--- src/rtl/msi_agg_pkg.sv ---
package msi_agg_pkg;

  // Host register word addresses
  localparam int unsigned ADDR_TRIG  = 0;
  localparam int unsigned ADDR_EOI   = 1;
  localparam int unsigned ADDR_STAT0 = 2;

  // Interrupt number carried by the end-of-interrupt write for group 0
  localparam int unsigned EOI_BASE = 4;

  typedef enum logic [1:0] {
    ACC_NONE = 2'd0,
    ACC_TRIG = 2'd1,
    ACC_EOI  = 2'd2,
    ACC_STAT = 2'd3
  } acc_kind_e;

endpackage

--- src/rtl/msi_reg_decode.sv ---
module msi_reg_decode
  import msi_agg_pkg::*;
#(
  parameter int unsigned NUM_GROUPS = 8,
  parameter int unsigned VEC_PER_GRP = 4,
  parameter int unsigned ADDR_W = 4,
  parameter int unsigned DATA_W = 32,
  localparam int unsigned VEC_W = $clog2(NUM_GROUPS * VEC_PER_GRP),
  localparam int unsigned FLAT_W = NUM_GROUPS * VEC_PER_GRP
) (
  input  logic                  wr_i,
  input  logic [ADDR_W-1:0]     addr_i,
  input  logic [DATA_W-1:0]     wdata_i,
  output logic                  trig_valid_o,
  output logic [VEC_W-1:0]      trig_vec_o,
  output logic [NUM_GROUPS-1:0] eoi_hit_o,
  output logic [FLAT_W-1:0]     clr_flat_o
);

  acc_kind_e kind;

  // Classify the host access by address
  always_comb begin
    kind = ACC_NONE;
    if (wr_i) begin
      if (addr_i == ADDR_W'(ADDR_TRIG)) begin
        kind = ACC_TRIG;
      end else if (addr_i == ADDR_W'(ADDR_EOI)) begin
        kind = ACC_EOI;
      end else if ((int'(addr_i) >= ADDR_STAT0) &&
                   (int'(addr_i) < ADDR_STAT0 + NUM_GROUPS)) begin
        kind = ACC_STAT;
      end
    end
  end

  assign trig_valid_o = (kind == ACC_TRIG);
  assign trig_vec_o   = wdata_i[VEC_W-1:0];

  // Per-group re-arm and write-one-to-clear strobes
  for (genvar g = 0; g < NUM_GROUPS; g++) begin : g_grp
    assign eoi_hit_o[g] = (kind == ACC_EOI) &&
                          (wdata_i == DATA_W'(EOI_BASE + g));
    assign clr_flat_o[g*VEC_PER_GRP +: VEC_PER_GRP] =
        ((kind == ACC_STAT) && (addr_i == ADDR_W'(ADDR_STAT0 + g)))
          ? wdata_i[VEC_PER_GRP-1:0] : '0;
  end

endmodule

--- src/rtl/msi_vec_decode.sv ---
module msi_vec_decode #(
  parameter int unsigned NUM_GROUPS = 8,
  parameter int unsigned VEC_PER_GRP = 4,
  parameter int unsigned NUM_SRC = 2,
  localparam int unsigned VEC_W = $clog2(NUM_GROUPS * VEC_PER_GRP),
  localparam int unsigned FLAT_W = NUM_GROUPS * VEC_PER_GRP
) (
  input  logic [NUM_SRC-1:0]       src_valid_i,
  input  logic [NUM_SRC*VEC_W-1:0] src_vec_i,
  output logic [FLAT_W-1:0]        set_flat_o
);

  // Flat bit g*VEC_PER_GRP+k stands for vector k*NUM_GROUPS+g
  for (genvar g = 0; g < NUM_GROUPS; g++) begin : g_grp
    for (genvar k = 0; k < VEC_PER_GRP; k++) begin : g_bit
      logic [NUM_SRC-1:0] hit;
      for (genvar s = 0; s < NUM_SRC; s++) begin : g_src
        assign hit[s] = src_valid_i[s] &&
            (src_vec_i[s*VEC_W +: VEC_W] == VEC_W'(k * NUM_GROUPS + g));
      end
      assign set_flat_o[g*VEC_PER_GRP + k] = |hit;
    end
  end

endmodule

--- src/rtl/msi_group_slice.sv ---
module msi_group_slice #(
  parameter int unsigned VEC_PER_GRP = 4
) (
  input  logic                   clk,
  input  logic                   rst_n,
  input  logic [VEC_PER_GRP-1:0] set_i,
  input  logic [VEC_PER_GRP-1:0] clr_i,
  input  logic                   eoi_i,
  output logic [VEC_PER_GRP-1:0] status_o,
  output logic                   irq_o
);

  logic [VEC_PER_GRP-1:0] st_q;
  logic armed_q;
  logic irq_q;
  logic fire;

  assign fire = armed_q && (st_q != '0);

  always_ff @(posedge clk) begin
    if (!rst_n) begin
      st_q    <= '0;
      armed_q <= 1'b1;
      irq_q   <= 1'b0;
    end else begin
      // A new set wins over a clear of the same bit
      st_q    <= (st_q & ~clr_i) | set_i;
      // Firing disarms; a re-arm in the firing cycle is dropped
      armed_q <= fire ? 1'b0 : (armed_q | eoi_i);
      irq_q   <= fire;
    end
  end

  assign status_o = st_q;
  assign irq_o    = irq_q;

endmodule

--- src/rtl/msi_status_readmux.sv ---
module msi_status_readmux
  import msi_agg_pkg::*;
#(
  parameter int unsigned NUM_GROUPS = 8,
  parameter int unsigned VEC_PER_GRP = 4,
  parameter int unsigned ADDR_W = 4,
  parameter int unsigned DATA_W = 32,
  localparam int unsigned FLAT_W = NUM_GROUPS * VEC_PER_GRP
) (
  input  logic              rd_i,
  input  logic [ADDR_W-1:0] addr_i,
  input  logic [FLAT_W-1:0] status_flat_i,
  output logic [DATA_W-1:0] rdata_o
);

  logic [NUM_GROUPS-1:0]   sel;
  logic [VEC_PER_GRP-1:0]  picked;

  for (genvar g = 0; g < NUM_GROUPS; g++) begin : g_sel
    assign sel[g] = rd_i && (addr_i == ADDR_W'(ADDR_STAT0 + g));
  end

  // Trigger and end-of-interrupt addresses never select a group, so read zero
  always_comb begin
    picked = '0;
    for (int g = 0; g < NUM_GROUPS; g++) begin
      if (sel[g]) picked = picked | status_flat_i[g*VEC_PER_GRP +: VEC_PER_GRP];
    end
    rdata_o = DATA_W'(picked);
  end

endmodule

--- src/rtl/msi_vector_aggregator.sv ---
module msi_vector_aggregator #(
  parameter int unsigned NUM_GROUPS = 8,
  parameter int unsigned VEC_PER_GRP = 4,
  parameter int unsigned ADDR_W = 4,
  parameter int unsigned DATA_W = 32
) (
  input  logic                  clk,
  input  logic                  rst_n,
  input  logic                  msi_valid,
  output logic                  msi_ready,
  input  logic [DATA_W-1:0]     msi_data,
  input  logic                  reg_wr,
  input  logic                  reg_rd,
  input  logic [ADDR_W-1:0]     reg_addr,
  input  logic [DATA_W-1:0]     reg_wdata,
  output logic [DATA_W-1:0]     reg_rdata,
  output logic [NUM_GROUPS-1:0] irq_o
);

  localparam int unsigned VEC_W  = $clog2(NUM_GROUPS * VEC_PER_GRP);
  localparam int unsigned FLAT_W = NUM_GROUPS * VEC_PER_GRP;
  localparam int unsigned NUM_SRC = 2;

  logic                  rdy_q;
  logic                  host_trig;
  logic [VEC_W-1:0]      host_vec;
  logic [NUM_GROUPS-1:0] eoi_hit;
  logic [FLAT_W-1:0]     clr_flat;
  logic [FLAT_W-1:0]     set_flat;
  logic [FLAT_W-1:0]     status_flat;

  always_ff @(posedge clk) begin
    if (!rst_n) rdy_q <= 1'b0;
    else        rdy_q <= 1'b1;
  end
  assign msi_ready = rdy_q;

  msi_reg_decode #(
    .NUM_GROUPS(NUM_GROUPS), .VEC_PER_GRP(VEC_PER_GRP),
    .ADDR_W(ADDR_W), .DATA_W(DATA_W)
  ) dec_i (
    .wr_i(reg_wr), .addr_i(reg_addr), .wdata_i(reg_wdata),
    .trig_valid_o(host_trig), .trig_vec_o(host_vec),
    .eoi_hit_o(eoi_hit), .clr_flat_o(clr_flat)
  );

  msi_vec_decode #(
    .NUM_GROUPS(NUM_GROUPS), .VEC_PER_GRP(VEC_PER_GRP), .NUM_SRC(NUM_SRC)
  ) vdec_i (
    .src_valid_i({host_trig, msi_valid && rdy_q}),
    .src_vec_i({host_vec, msi_data[VEC_W-1:0]}),
    .set_flat_o(set_flat)
  );

  for (genvar g = 0; g < NUM_GROUPS; g++) begin : g_slice
    msi_group_slice #(.VEC_PER_GRP(VEC_PER_GRP)) slice_i (
      .clk(clk), .rst_n(rst_n),
      .set_i(set_flat[g*VEC_PER_GRP +: VEC_PER_GRP]),
      .clr_i(clr_flat[g*VEC_PER_GRP +: VEC_PER_GRP]),
      .eoi_i(eoi_hit[g]),
      .status_o(status_flat[g*VEC_PER_GRP +: VEC_PER_GRP]),
      .irq_o(irq_o[g])
    );
  end

  msi_status_readmux #(
    .NUM_GROUPS(NUM_GROUPS), .VEC_PER_GRP(VEC_PER_GRP),
    .ADDR_W(ADDR_W), .DATA_W(DATA_W)
  ) rmux_i (
    .rd_i(reg_rd), .addr_i(reg_addr),
    .status_flat_i(status_flat), .rdata_o(reg_rdata)
  );

endmodule

--- config.mk ---
export PLATFORM = sky130hd
export DESIGN_NAME = msi_vector_aggregator
export DESIGN_NICKNAME = d
export VERILOG_FILES = /design/src/rtl/msi_agg_pkg.sv /design/src/rtl/msi_reg_decode.sv /design/src/rtl/msi_vec_decode.sv /design/src/rtl/msi_group_slice.sv /design/src/rtl/msi_status_readmux.sv /design/src/rtl/msi_vector_aggregator.sv
export SDC_FILE = /design/constraint.sdc
export NUM_CORES = 1
export LEC_CHECK = 0
export ABC_AREA = 1
export BUFFER_PORTS_ARGS = -buffer_cell sky130_fd_sc_hd__clkbuf_2
export CAP_MARGIN = 20
export CORE_MARGIN = 2
export CORE_UTILIZATION = 47
export CTS_BUF_LIST = sky130_fd_sc_hd__clkbuf_4
export DETAILED_ROUTE_END_ITERATION = 8
export PLACE_DENSITY = 0.79
export SYNTH_ARGS = -nofsm -noshare
export SYNTH_HDL_FRONTEND = slang
export SYNTH_SLANG_ARGS = --single-unit
--- constraint.sdc ---
create_clock -name clk -period 1.15 [get_ports clk]
set_input_delay 0.1725 -clock clk [delete_from_list [all_inputs] [get_ports clk]]
set_output_delay 0.1725 -clock clk [all_outputs]
set_load 0.02 [all_outputs]
# --- Word-level counts from Yosys, hierarchy flattened ---
# Index checks and enable logic that the tools add are counted.
op_classes:
  reduce_logical: 141
  n_bitwise: 39
  n_mux: 29
  n_lt_le_gt_ge: 2
  eq_ne: 82
ops:
  columns: ["operator", "n"]
  rows:
  - ["equality test 5 bit, second input constant", 32]
  - ["equality test 32 x 3 -> 1 bit, second input constant", 4]
  - ["equality test 32 x 4 -> 1 bit, second input constant", 4]
  - ["logical AND 1 bit", 98]
  - ["equality test 5 x 4 -> 1 bit, second input constant", 16]
  - ["two-way mux 4 bit", 16]
  - ["OR reduction 2 bit", 32]
  - ["OR 4 bit", 15]
  - ["equality test 5 x 3 -> 1 bit, second input constant", 8]
  - ["AND 4 bit", 8]
  - ["inverter 4 bit", 8]
  - ["nonzero test 4 bit", 8]
  - ["equality test 5 x 2 -> 1 bit, second input constant", 4]
  - ["equality test 4 x 3 -> 1 bit, second input constant", 4]
  - ["equality test 5 x 1 -> 1 bit, second input constant", 2]
  - ["logical NOT 5 bit", 2]
  - ["two-way mux 1 bit", 9]
  - ["equality test 4 x 2 -> 1 bit, second input constant", 2]
  - ["equality test 4 bit, second input constant", 2]
  - ["two-way mux 2 bit", 4]
  - ["OR 1 bit", 8]
  - ["equality test 2 bit, second input constant", 2]
  - ["equality test 4 x 1 -> 1 bit, second input constant", 1]
  - ["greater-or-equal comparator 4 x 2 -> 1 bit, second input constant", 1]
  - ["3 further kinds", 3]
word_totals:
  wordCells: 318
  inputBits: 73
  reg_bits: 49
  output_inout_bits: 41

# --- Longest topological paths before layout ---
# Gate-level depths: netlist (run 1).
depth:
  ltp_word: 17
  depth_mapped: 9
  depth_no_buf: 8

# --- Cells and area by module ---
# From an unflattened synthesis (run 1), not the netlist that was laid out.
hier_totals:
  cells_unflattened: 599
  area_unflattened_um2: 3575.9
modules_own_cells:
  columns: ["mod", "cells_per_inst", "area_each_um2", "seq_area_each_um2", "instances"]
  rows:
  - ["msi_group_slice", 27, 212.7, 120.1, 8]
  - ["msi_vec_decode", 144, 701.9, 0.0, 1]
  - ["msi_status_readmux", 110, 574.3, 0.0, 1]
  - ["msi_reg_decode", 126, 570.5, 0.0, 1]
  - ["msi_vector_aggregator", 3, 27.5, 20.0, 1]

# --- Least setup slack after synthesis (run 1) ---
# Ideal clock, no wire load.
synth_timing:
  path_type: "in2out"
  start: "input port reg_rd"
  end: "output port reg_rdata[0]"
  required_time_ns: 0.978
  arrival_ns: 1.108
  path_buffers: 1
  cell_stages: 7
  setup_slack_ns: -0.131
  path_cell_list: "buf_2 inv_1 nor3_1 nand2_1 nand2_1 nor2_1 nand3b_1"
synth_via:
  elab_chain_len: 16
  word_cells_on_any_way: 23
  cone_classes: "mux: 8; bitwise: 7; reduce/logical: 8"
synth_lines:
  columns: ["element", "line_no", "text"]
  rows:
  - ["start, declared", "msi_vector_aggregator.sv:13", "input logic reg_rd,"]
  - ["logical AND 1 bit", "msi_status_readmux.sv:20", "assign sel[g] = rd_i && (addr_i == ADDR_W'(ADDR_STAT0 + g));"]
  - ["two-way mux 4 bit", "msi_status_readmux.sv:27", "if (sel[g]) picked = picked | status_flat_i[g*VEC_PER_GRP +: VEC_PER_GRP];"]
  - ["OR 4 bit", "msi_status_readmux.sv:27", null]
  - ["two-way mux 4 bit", "msi_status_readmux.sv:27", null]
  - ["OR 4 bit", "msi_status_readmux.sv:27", null]
  - ["two-way mux 4 bit", "msi_status_readmux.sv:27", null]
  - ["OR 4 bit", "msi_status_readmux.sv:27", null]
  - ["two-way mux 4 bit", "msi_status_readmux.sv:27", null]
  - ["OR 4 bit", "msi_status_readmux.sv:27", null]
  - ["two-way mux 4 bit", "msi_status_readmux.sv:27", null]
  - ["OR 4 bit", "msi_status_readmux.sv:27", null]
  - ["two-way mux 4 bit", "msi_status_readmux.sv:27", null]
  - ["OR 4 bit", "msi_status_readmux.sv:27", null]
  - ["two-way mux 4 bit", "msi_status_readmux.sv:27", null]
  - ["OR 4 bit", "msi_status_readmux.sv:27", null]
  - ["two-way mux 4 bit *", "msi_status_readmux.sv:27", null]
  - ["end, declared", "msi_vector_aggregator.sv:16", "output logic [DATA_W-1:0] reg_rdata,"]
# Mark *: on every way between the ends. The rest lies on a longest branch, timed or not.

# --- Worst setup path in the final report (run 1) ---
layout_timing:
  start: "input port reg_addr[3]"
  end: "output port reg_rdata[2]"
layout_via:
  elab_chain_len: 17
  word_cells_on_any_way: 31
  cone_classes: "eq/ne: 8; mux: 8; bitwise: 7; reduce/logical: 8"
layout_lines:
  columns: ["element", "line_no", "text"]
  rows:
  - ["start, declared", "msi_vector_aggregator.sv:14", "input logic [ADDR_W-1:0] reg_addr,"]
  - ["equality test 4 x 2 -> 1 bit", "msi_status_readmux.sv:20", null]
  - ["logical AND 1 bit", "msi_status_readmux.sv:20", null]
  - ["two-way mux 4 bit", "msi_status_readmux.sv:27", null]
  - ["OR 4 bit", "msi_status_readmux.sv:27", null]
  - ["two-way mux 4 bit", "msi_status_readmux.sv:27", null]
  - ["OR 4 bit", "msi_status_readmux.sv:27", null]
  - ["two-way mux 4 bit", "msi_status_readmux.sv:27", null]
  - ["OR 4 bit", "msi_status_readmux.sv:27", null]
  - ["two-way mux 4 bit", "msi_status_readmux.sv:27", null]
  - ["OR 4 bit", "msi_status_readmux.sv:27", null]
  - ["two-way mux 4 bit", "msi_status_readmux.sv:27", null]
  - ["OR 4 bit", "msi_status_readmux.sv:27", null]
  - ["two-way mux 4 bit", "msi_status_readmux.sv:27", null]
  - ["OR 4 bit", "msi_status_readmux.sv:27", null]
  - ["two-way mux 4 bit", "msi_status_readmux.sv:27", null]
  - ["OR 4 bit", "msi_status_readmux.sv:27", null]
  - ["two-way mux 4 bit *", "msi_status_readmux.sv:27", null]
# Marked as above.

==> results of run 1 <==
cells by family after synthesis:
family	after synthesis	share of synthesized area
AO/OA/AOI/OAI	83	0.1346
flip-flops	49	0.3095
other	1	0.001183
buffers and inverters	93	0.1623
AND/OR/NAND/NOR	282	0.3924
flip-flops by register name (all words and copies together) (netlist names):
register                  cells
g_slice.slice_i.irq_o         8
g_slice.slice_i.armed_q       8
g_slice.slice_i.status_o     32
msi_ready                     1
worst paths after layout:
path / startpoint / end / slack, ns / depth (start not counted)
setup / recovery: reg_addr[3] / reg_rdata[2] / -0.33 / 10
hold / removal: rst_n / msi_ready$_DFF_P_ / 0.1 / 2
setup reg to reg: g_slice[3].slice_i.status_o[3]$_SDFF_PN0_ / g_slice[3].slice_i.armed_q$_SDFF_PN1_ / 0.01 / 5
hold reg to reg: g_slice[0].slice_i.armed_q$_SDFF_PN1_ / g_slice[0].slice_i.irq_o$_SDFF_PN0_ / 0.48 / 2
metal layers:
layer  vias up  part of all wire  GRT usage
met5         -                 0          0
met4         0             0.048     0.1212
met3        60              0.10    0.05871
met2       285              0.46     0.4715
met1      1721              0.39     0.3393
li1       1825                 -          -
cells in the mapped netlist:
library cell,instances,share of area
nand3b_1,7,0.017
inv_2,4,0.0047
buf_4,39,0.092
nand4_1,18,0.036
nand2_1,97,0.11
inv_1,38,0.045
a21oi_1,61,0.096
or2_1,1,0.0020
clkbuf_1,7,0.0083
nor4_1,8,0.016
dfxtp_1,49,0.31
or2_2,2,0.0039
nor2_2,1,0.0020
o21ai_0,14,0.022
nor2_1,103,0.12
buf_2,3,0.0047
o21ai_1,3,0.0047
nor3_1,12,0.019
a32oi_1,2,0.0055
nand2_2,2,0.0039
buf_6,2,0.0071
conb_1,1,0.0012
nand3_1,27,0.043
o22ai_1,3,0.0059
nor2_4,4,0.014
timing repair:
item | 4_1_cts | 5_1_grt
gates resized for setup | 44 | 62
setup endpoints to repair | 6 | 31
cloned | 0 | 0
pin swaps | 13 | 17
buffers inserted | 12 | 5
power by group:
| part | switching [µW] | internal, µW |
|---|---|---|
| clock network | 583 | 487 |
| registers | 18.2 | 1720 |
| logic | 464 | 281 |
| total | 1070 | 2490 |
metrics by stage:
stage          utilization  setup TNS (ns)  setup WS (ns)
6_report            0.6869          -1.241        -0.3324
4_1_cts             0.6450          -1.075        -0.3080
3_5_place_dp        0.5993          -10.87        -0.3816
2_1_floorplan            -               0      0.0007472
3_3_place_gp        0.5993          -9.279        -0.3688
5_1_grt             0.6869          -1.427        -0.3744
final cells by class:
| class | instances | area, µm² |
|---|---|---|
| clock buffer | 6 | 45.04 |
| sequential | 49 | 1020 |
| clock inverter | 2 | 38.79 |
| inverter | 42 | 170.2 |
| multi-input combinational | 393 | 2052 |
| timing repair buffer | 128 | 989.7 |
| tap | 77 | 96.34 |
| fill | 567 | 2011 |
==> run metrics, run 1 <==
Layout area overhead 39.20%; DRC errors left 0; distinct cell type count after synthesis 25; RSZ-0062 raised after global routing true; Design Power between 3000 and 4000 µW; crit path cell chain buf_12 -> inv_8 -> nand2_8 -> buf_12 -> nor3_4 -> nand2_1 -> nand2_1 -> a21oi_2 -> nand2_1 -> clkbuf_8; share of layout cells above drive strength 1 0.3597; global route overflow 0; sequential cell area fraction in the yosys report 0.3095; Syn Area/Cell approximately 6.2 µm²; final worst slack -0.3324 ns; final instance area ~0.0044 mm²; clock root buffer master clkbuf_4; clock sinks 49; critical path's largest stage delay around 0.25 ns; starting DRC count in detailed routing roughly 580; vias in the first global route between 3000 and 4000; Yosys Warn Count 0; max-slew violations 0; Power Density 805.6 mW/mm²; GRT Util Overall 0.2783; Critical Path End Type primary output; setup violators final 4; Final Wtd Congestion around 1.1; maximum VDD drop 0.5111 mV; Clock Latency Late Sink around 0.38 ns; hpwl dp between 8000 and 9000 µm; most common cell after layout, fill and taps aside nor2_1; routed len/inst approximately 16 µm; via count 3891; startpoint types input port; antenna violations before repair 0; fin crit share 1.289; 1st-pass router iterations 7; total CTS buffers 5; clk buf depth 2; Routed WL 11280 µm; Slowest-stage cell, CP nor3_4; Lkg Pwr 0.001962 µW; fin cells 697; num rows 29; WP data required slightly below 1 ns; Ports about 110; CP top delay family simple AND/OR/NAND/NOR gates; Worst path most repeated cell nand2_1; die area around 0.0074 mm²; first-pass GRT wire length approximately 16000 µm; post-place instance area about 0.0038 mm²; worst-path fanout max 4; Port-buffer cells between 50 and 60; DRT antenna net count 0; run status complete, but fails checks; Nets 692; CP arrival between 1 and 1.5 ns; CTS tree built; failing checks negative setup slack; Initial Utilization 0.4935; min cycle time layout about 1.5 ns; maxcap violations 0; Max Clock Freq 674.6 MHz; Vias/cell approximately 5.6; WS Path Type in -> out; Hold Crit Class in -> reg; most frequent cells in the layout 96 x nor2_1, 87 x nand2_1, 60 x buf_4, 56 x a21oi_1, 51 x clkbuf_2; placed insts approximately 670; pin count of the biggest net entering global routing 41; H-Tree Depth 2; Die Y approximately 86 µm; Gate Count Post-Synth ~510; Worst-path clk slew around 0.14 ns; Hold Buf Count CTS 0; Seq cells post-synth ~50; diode count 0; Die W 86.12 µm; CP Buf/Inv Count 4; Final Skew roughly 0.012 ns; synthesized area roughly 0.0032 mm²; worst hold margin between 0.09 and 0.1 ns; CORE AREA around 0.0064 mm²; Hold Vio Cnt, Final 0
Note: power is estimated with default switching activity, not from simulation.
==> run 2: changes to the inputs <==
--- a/config.mk
+++ b/config.mk
@@ -9,10 +9,10 @@
 export BUFFER_PORTS_ARGS = -buffer_cell sky130_fd_sc_hd__clkbuf_2
 export CAP_MARGIN = 20
 export CORE_MARGIN = 2
-export CORE_UTILIZATION = 47
+export CORE_UTILIZATION = 52
 export CTS_BUF_LIST = sky130_fd_sc_hd__clkbuf_4
 export DETAILED_ROUTE_END_ITERATION = 8
-export PLACE_DENSITY = 0.79
+export PLACE_DENSITY = 0.83
 export SYNTH_ARGS = -nofsm -noshare
 export SYNTH_HDL_FRONTEND = slang
 export SYNTH_SLANG_ARGS = --single-unit
==> constraint.sdc (replaced) <==
create_clock -name clk -period 1.6 [get_ports clk]
set_input_delay 0.24 -clock clk [delete_from_list [all_inputs] [get_ports clk]]
set_output_delay 0.24 -clock clk [all_outputs]
set_load 0.02 [all_outputs]
==> run 2 against run 1 <==
The run now ends clean. First-iteration DRC count fell by 49%. Sequential power fell by 28%. Final cell count fell by 5.6%. Clock skew rose by 0.0023 ns. Setup slack improved by 0.35 ns. Core utilization fell by 5.0 points. Total power fell by 35%. Clock power fell by 42%. Largest cell class unchanged. Critical path depth fell by 1.
==> run metrics, run 2 (synthesis gave the netlist of run 1 again) <==
R2R Path End g_slice[1].slice_i.armed_q$_SDFF_PN1_; Register-to-Register Path Depth 3; P_int roughly 1600 µW; r2r setup slk roughly 0.43 ns; maximum VDD drop ~0.43 mV; Design Power about 2300 µW; clk buf depth 2; starting DRC count in detailed routing between 200 and 300; placed insts between 600 and 700; Port-buffer cells between 50 and 60; routed wl met2 4552 µm; Vias/cell approximately 5.5; Hold Crit Class in -> reg; CP arrival around 1.3 ns; setup violators final 0; Reg power frac 0.541; Setup WS pre-CTS -0.02379 ns; total CTS buffers 5; GRT Util Overall 0.2965; Clk pwr share 0.268; Layout area overhead 18.95%; Worst-path clk slew 0.14 ns; combinational power share 0.191; fin crit share 0.9886; RSZ-0062 raised after global routing true; diode count 0; Hold Vio Cnt, Final 0; Initial Utilization 0.5353; CORE AREA just under 0.006 mm²; die area ~0.0067 mm²; clock root buffer master clkbuf_4; Final Wtd Congestion approximately 0.98; met3 WL ~800 µm; Power Density roughly 610 mW/mm²; Fin Setup TNS 0 ns; Nets roughly 660; Routed WL about 10000 µm; worst hold margin 0.2028 ns; maxcap violations 0; Die W just over 80 µm; fin cells 658; vias in the first global route 3134; crit path to reg_rdata[3]; share of layout cells above drive strength 1 0.2401; Top Layer Used met4; H-Tree Depth 2; Max Clock Freq ~630 MHz; Sw Share 0.3203; max-slew violations 0; Ports 114; CTS tree built; final worst slack 0.01831 ns; global route overflow 0; Sw Pwr 741.1 µW; first-pass GRT wire length about 15000 µm; worst r2r src g_slice[1].slice_i.status_o[2]$_SDFF_PN0_; met1 WL 4212 µm; Lkg Pwr approximately 0.0016 µW; Slew @ Worst Pin between 0.5 and 0.6 ns; most common cell after layout, fill and taps aside nor2_1; num rows 28; relative slew slack 0.5996; WS Path Type in -> out; Critical path origin reg_addr[0]; clock sinks 49; run status complete, no violations; pin count of the biggest net entering global routing 34; DRC errors left 0; routed len/inst approximately 15 µm; 1st-pass router iterations 5; Clock Latency Late Sink between 0.3 and 0.4 ns; most frequent cells in the layout 99 x nor2_1, 91 x nand2_1, 61 x a21oi_1, 52 x clkbuf_2, 41 x dfxtp_1; Hold Buf Count CTS 0; hpwl dp ~7500 µm; antenna violations before repair 0; DRT antenna net count 0; via count approximately 3600; Final Skew 0.01420 ns; WP data required between 1 and 1.5 ns; Die Y roughly 82 µm; Critical Path End Type primary output; worst-path fanout max 4; startpoint types input port; min cycle time layout roughly 1.6 ns; max reg flops 32
## run 2: cell count changes in the layout (fill, tap and decap cells not counted), sizes merged
cell / delta
clkbuf: -2
inv: -1
bufinv: -1
buf: -35
clkinvlp: +3
clkinv: -1
## run 2: final cells by class
cell class	count	area, µm²
inverter	42	163.9
clock buffer	6	45.04
fill	595	2151
clock inverter	2	15.01
sequential	49	991.0
multi-input combinational	393	1868
tap	75	93.84
timing repair buffer	91	593.1
## run 2: worst min path at each step
stage | startpoint | to | cells after the start
CTS | rst_n | msi_ready$_DFF_P_ | 2
floorplan | rst_n | msi_ready$_DFF_P_ | 0
finish | rst_n | msi_ready$_DFF_P_ | 2
detailed placement | g_slice[0].slice_i.armed_q$_SDFF_PN1_ | g_slice[0].slice_i.armed_q$_SDFF_PN1_ | 2
global route | rst_n | msi_ready$_DFF_P_ | 2
global placement | g_slice[1].slice_i.armed_q$_SDFF_PN1_ | g_slice[1].slice_i.irq_o$_SDFF_PN0_ | 2
## run 2: critical path: stages
cell and delay (ns):
clkbuf_2 0.15, inv_2 0.07, nand2_2 0.11, nor2_1 0.05, buf_4 0.14, nand3_1 0.06
nand4_1 0.10, or2_4 0.27, clkbuf_8 0.15
## run 2: what timing repair did
action / in CTS / in global routing
pin swaps: 0 / 7
gates resized for setup: 9 / 40
setup endpoints to repair: 4 / 4
cloned: 0 / 0
setup buffers: 2 / 1
## run 2: power groups by stage
stage	Clock, µW	Combinational, µW	Sequential, µW
detailed placement	0	409	1280
CTS	628	414	1250
global route	673	484	1260
global placement	0	402	1280
finish	620	442	1250
floorplan	0	296	1280
## run 2: through the flow
stage          cell area (µm²)  utilization
6_report                  3770       0.6367
5_1_grt                   3770       0.6367
4_1_cts                   3649       0.6162
3_5_place_dp              3548       0.5993
3_3_place_gp              3548       0.5993
2_1_floorplan             3271            -
## run 2: metal layers
metal	track usage	vias up
met5	0	-
met4	0.09000	0
met3	0.04505	21
met2	0.4967	196
met1	0.3921	1635
li1	-	1746
